File: src/rtl/clkpwr_ctrl_reg.sv
module clkpwr_ctrl_reg #(
  parameter int ADDR_W = 8,
  parameter logic [ADDR_W-1:0] REG_ADDR = '0
) (
  input  logic              clk,
  input  logic              rst_n,
  input  logic              psel,
  input  logic              penable,
  input  logic              pwrite,
  input  logic [ADDR_W-1:0] paddr,
  input  logic [31:0]       pwdata,
  output logic [31:0]       prdata,
  input  logic              wake,
  output logic              mode_req,
  output logic [2:0]        mode_code,
  output logic              sib_wr_en,
  input  logic              osc_clk,
  input  logic              fclk,
  input  logic              hclk,
  output logic              clk_out
);

  logic       lock_q;
  logic [1:0] sel_q;
  logic       req_q;
  logic [2:0] code_q;

  wire       hit     = psel && (paddr == REG_ADDR);
  wire       wr      = hit && penable && pwrite;
  wire [2:0] wr_mode = pwdata[4:2];
  wire       mode_ok = (wr_mode != 3'd0) && (wr_mode <= 3'd4);
  wire       wr_req  = wr && lock_q && mode_ok;
  wire       unused_bits = ^{pwdata[31:10], pwdata[8:7], pwdata[1:0]};

  always_ff @(posedge clk or negedge rst_n) begin
    if (!rst_n) begin
      lock_q <= 1'b1;
      sel_q  <= 2'b11;
      req_q  <= 1'b0;
      code_q <= 3'd0;
    end else begin
      if (wr) lock_q <= pwdata[9];
      if (wr && lock_q) sel_q <= pwdata[6:5];
      if (wr_req) begin
        req_q  <= 1'b1;
        code_q <= wr_mode;
      end else if (wake) begin
        req_q  <= 1'b0;
        code_q <= 3'd0;
      end
    end
  end

  assign prdata    = hit ? {22'd0, lock_q, 2'b00, sel_q, 3'b000, 2'b11} : 32'd0;
  assign mode_req  = req_q;
  assign mode_code = code_q;
  assign sib_wr_en = lock_q;

  always_comb begin
    case (sel_q)
      2'b00:   clk_out = osc_clk;
      2'b01:   clk_out = 1'b0;
      2'b10:   clk_out = fclk;
      default: clk_out = hclk;
    endcase
  end


  blocked_sel_chk: assert property (@(posedge clk) disable iff (!rst_n)
    (wr && !sib_wr_en) |=> $stable(sel_q));


  blocked_req_chk: assert property (@(posedge clk) disable iff (!rst_n)
    (wr && !sib_wr_en && !mode_req) |=> !mode_req);


  wake_clear_chk: assert property (@(posedge clk) disable iff (!rst_n)
    (wake && !wr_req) |=> (!mode_req && mode_code == 3'd0));


  bad_code_chk: assert property (@(posedge clk) disable iff (!rst_n)
    (wr && wr_mode > 3'd4 && !mode_req && !wake) |=> !mode_req);


  req_hold_chk: assert property (@(posedge clk) disable iff (!rst_n)
    (mode_req && !wake) |=> mode_req);


  req_raise_chk: assert property (@(posedge clk) disable iff (!rst_n)
    wr_req |=> (mode_req && mode_code == $past(wr_mode)));

endmodule

File: config.mk
export PLATFORM = sky130hd
export DESIGN_NAME = clkpwr_ctrl_reg
export DESIGN_NICKNAME = d
export VERILOG_FILES = /design/src/rtl/clkpwr_ctrl_reg.sv
export SDC_FILE = /design/constraint.sdc
export NUM_CORES = 1
export LEC_CHECK = 0
export ABC_AREA = 1
export CELL_PAD_IN_SITES_DETAIL_PLACEMENT = 1
export CELL_PAD_IN_SITES_GLOBAL_PLACEMENT = 2
export CORE_ASPECT_RATIO = 1.1
export CORE_MARGIN = 10
export CORE_UTILIZATION = 10
export CTS_BUF_LIST = sky130_fd_sc_hd__clkbuf_8
export DETAILED_ROUTE_END_ITERATION = 12
export PLACE_DENSITY_LB_ADDON = 0.1
export SLEW_MARGIN = 30
export SYNTH_ARGS = -nofsm -noshare
export SYNTH_HDL_FRONTEND = slang
export SYNTH_SLANG_ARGS = --single-unit
File: constraint.sdc
create_clock -name clk -period 1.5 [get_ports clk]
set_input_delay 0.45 -clock clk [delete_from_list [all_inputs] [get_ports clk]]
set_output_delay 0.45 -clock clk [all_outputs]
set_load 0.02 [all_outputs]
==> Word-level counts from Yosys, hierarchy flattened <==
Cells that the tools add are included.
W data, S select, Z words.
{ "word_totals": {"regBits": 7, "inputBits": 49, "out_inout_bits": 38, "wordCells": 23} }
{ "classes": {"order_cmp": 1, "eq_ne": 2, "mux": 6, "n_reduce_logical": 10} }
{ "ops": {"columns": ["operator", "n"], "rows": [
  ["$mux W10", 1],
  ["$logic_not A8 Y1", 1],
  ["$logic_and A1 B1 Y1", 6],
  ["$mux W3", 2],
  ["$le A3 B3 Y1 const B", 1],
  ["$pmux W1 S3", 1],
  ["$reduce_bool A3 Y1", 1],
  ["$eq A2 B1 Y1 const B", 1],
  ["$eq A2 B2 Y1 const B", 1],
  ["$logic_not A2 Y1", 1],
  ["$mux W1", 2],
  ["$reduce_bool A2 Y1", 1]
]} }

==> Longest topological paths before layout <==
{ "depth": {"word_depth": 7, "mapped_depth": 7} }

==> Worst setup path after synthesis <==
No wires, ideal clock.
{ "synth_path": {"path_kind": "input-to-output", "startpoint": "in paddr[3]", "endpoint": "out prdata[5]", "arrival_ps": 1186, "slack_ps": -136, "cell_stages": 4, "n_path_buf": 0, "cell_sequence": "nand3b_1 > nor2_4 > inv_1 > nor2_1"} }
{ "synth_between": {"elab_chain_cells": 3} }
{ "synth_rtl": {"columns": ["element", "line", "rtl"], "rows": [
  ["start: declaration", "10", "input logic [ADDR_W-1:0] paddr,"],
  ["$logic_not A8 Y1", "28", "wire hit = psel && (paddr == REG_ADDR);"],
  ["$logic_and A1 B1 Y1", "28", null],
  ["named net hit", "28", null],
  ["$mux W10", "54", "assign prdata = hit ? {22'd0, lock_q, 2'b00, sel_q, 3'b000, 2'b11} : 32'd0;"],
  ["end: declaration", "12", "output logic [31:0] prdata,"]
]} }
The timed path passes the listed nets, and every way through them passes these cells.

==> Final worst setup path <==
{ "layout_path": {"startpoint": "reg sel_q[1]", "endpoint": "out clk_out"} }
{ "layout_between": {"elab_chain_cells": 2, "word_cells_on_any_way": 4, "cone_classes": "2 x eq/ne; 1 x mux; 1 x reduce/logical"} }
{ "layout_rtl": {"columns": ["element", "line", "rtl"], "rows": [
  ["start: declaration", "24", "logic [1:0] sel_q;"],
  ["start signal: assignment", "43", "if (wr && lock_q) sel_q <= pwdata[6:5];"],
  ["$eq A2 B2 Y1 (tied with other cells)", "60", "case (sel_q)"],
  ["$pmux W1 S3 (*)", "60", null],
  ["end: declaration", "20", "output logic clk_out"]
]} }
Every way passes the cells marked *; elsewhere a longest branch is shown, timed or not.

==> metrics.txt <==
initial antenna violation count=0; clk slew on worst S/H paths=0.04 ns; Routed Antenna Nets=0; WP data required=1.05 ns; Root Buffer=clkbuf_8; clk_lat worst skew=0.23 ns; Worst Path Class, Setup=flop to output pin; total grt overflow=0; Yosys top cell area share=around a third; Worst Setup SP=sel_q[1]$_DFFE_PN1P_; R2R cell count=4; post-DR vias/cell=2.91; Area growth syn-to-layout=82.3%; Yosys top cell by area=buf_4; endpoints failing hold=0; CTS max path bufs=2; outcome=complete, but fails checks; Core ar.=roughly 6200 um2; Power, Total=614 uW; total global-route track usage=~4.6%; final net count=182; area occupied by multi-input gates=350 um2; hold slack final=0.495 ns; final worst slack=-0.117 ns; RSZ-0062 raised after global routing=yes; P_leak=just over 0.6 nW; fraction of registers with async set/reset=100%; Post-Syn Area=631 um2; crit-path max FO=3; vias in the first global route=699; Synth Warn #=0; Power Density=534 nW/um2; arrival time worst endpoint=between 1 and 1.5 ns; Placement Rows=30; final WL=between 2000 and 2500 um; final std cells w/o fill=212; total CTS buffers=3; Synth cell types=18; post-route cell area=1150 um2; clk sinks=7; Fillers=762; CTS Hold Bufs=0; skew final=0.00391 ns; die area=9890 um2; I/O Pins=87; drt drc=0; reg2reg start=sib_wr_en$_DFFE_PN1P_; TritonRoute pass-1 iters=4; final-report setup violation count=6; CTS tree=done; Seq/Total Area, Yosys=28.4%; VDD IR max=around 0.18 mV; routability congestion estimate=~0.73; failing checks=negative setup slack; Antenna Cells=0; r2r endpoint=mode_code[2]$_DFFE_PN0P_; fmax=618 MHz; most frequent cell after synthesis=buf_4; Seq cells post-synth=7; Tmin final=roughly 1.6 ns; First DRT Iteration DRCs=4; starting density of the core=approximately 10%; largest net degree at the start of global routing=8; Reg area=179 um2; synth cell count leaders=buf_4 (29), nand2_1 (11), nor2_1 (11), inv_1 (8); first-pass GRT wire length=3440 um; reg2reg setup slack=approximately 0.32 ns; via count=616; cells after synthesis=84; Post-synth EDFFs=0; HP Class=input pin to async pin; share of cells above drive strength 1=37.1%; port bufs=33; Main synth FF type=dfrtp_1; DR WL/cell=11.3 um; final slew viol count=0; H-tree depth=1; dpl hpwl=roughly 2100 um; startpoint types=flop; CP Capture Type=output pin; Final Cycle Share=108%; Inst Count DP=205; Die Y-Extent=between 100 and 150 um; setup TNS=-0.531 ns; max-cap check violation count=0; Mean Syn Cell Area=7.51 um2; Synth area leaders=buf_4 (35%), dfrtp_1 (16%), dfstp_2 (13%), nand2_1 (6.5%), nor2_1 (6.5%); placement-stage cell area=1080 um2; DIE WIDTH=95.7 um
## repair_timing
item	in CTS	in global routing
setup endpoints to repair	18	11
cloned	0	0
gates resized for setup	87	10
setup buffers	4	0
pin swaps	12	13
## layout make-up
type                       count  area share, %
timing repair buffer          47           38.5
clock buffer                   3           3.59
clock inverter                 1          0.326
tap                           80           8.71
sequential                     7           15.6
inverter                       8           2.83
multi-input combinational     66           30.5
## worst max path at each step
stage | slack, ns | cells past startpoint | to
after CTS | -0.14 | 6 | prdata[6]
after global placement | -0.96 | 7 | prdata[5]
after detailed placement | -0.97 | 7 | prdata[5]
final | -0.12 | 4 | clk_out
after floorplan | -0.02 | 5 | prdata[5]
after global routing | -0.18 | 4 | clk_out
## stage by stage
| stage | utilization (%) | worst slack [ns] |
|---|---|---|
| 5_1_grt | 18.7 | -0.181 |
| 2_1_floorplan | - | -0.0186 |
| 4_1_cts | 18.0 | -0.138 |
| 3_5_place_dp | 17.5 | -0.966 |
| 3_3_place_gp | 17.5 | -0.959 |
| 6_report | 18.7 | -0.117 |
## layout by cell type (no fill, tap or decap), drive strengths merged, types with 4 or more instances in the layout
cell / Yosys / layout
buf: 29 / 30
conb: 1 / 27
nand3: 6 / 6
nor2: 13 / 13
dfrtp: 4 / 4
nand2: 11 / 11
inv: 8 / 9
dlygate4sd2: 0 / 7
clkdlybuf4s50: 0 / 8
## state kept, by name, indices dropped and copies added, names as in the netlist
name	count
mode_code	3
sel_q	2
mode_req	1
sib_wr_en	1
## critical path, stage by stage, from the launching register on
cell and delay [ns]:
dfstp_2 0.55, inv_2 0.06, o21ai_2 0.11, o21ai_1 0.07, buf_4 0.16
## power breakdown
group / total (mW) / internal [mW] / switching, mW
clock: 0.259 / 0.177 / 0.0817
sequential: 0.193 / 0.192 / 0.00103
combinational: 0.162 / 0.0621 / 0.100
total: 0.614 / 0.431 / 0.183
## logic make-up after synthesis
group	share of synthesized area [%]
AOI/OAI and AO/OA	5.16
buffers and inverters	39.3
DFF	28.4
other	0.595
and+or+nand+nor	26.6
## routing by layer
| layer | vias to the layer above | global-route usage [%] | part of all wire [%] | wire length (um) |
|---|---|---|---|---|
| li1 | 297 | - | - | - |
| met1 | 279 | 4.65 | 38 | 898 |
| met2 | 38 | 8.03 | 51 | 1220 |
| met3 | 2 | 2.67 | 12 | 276 |
| met4 | 0 | 0.681 | 0.17 | 4 |
| met5 | - | 0 | 0 | 0 |
Power figures use the tool's default switching activity.
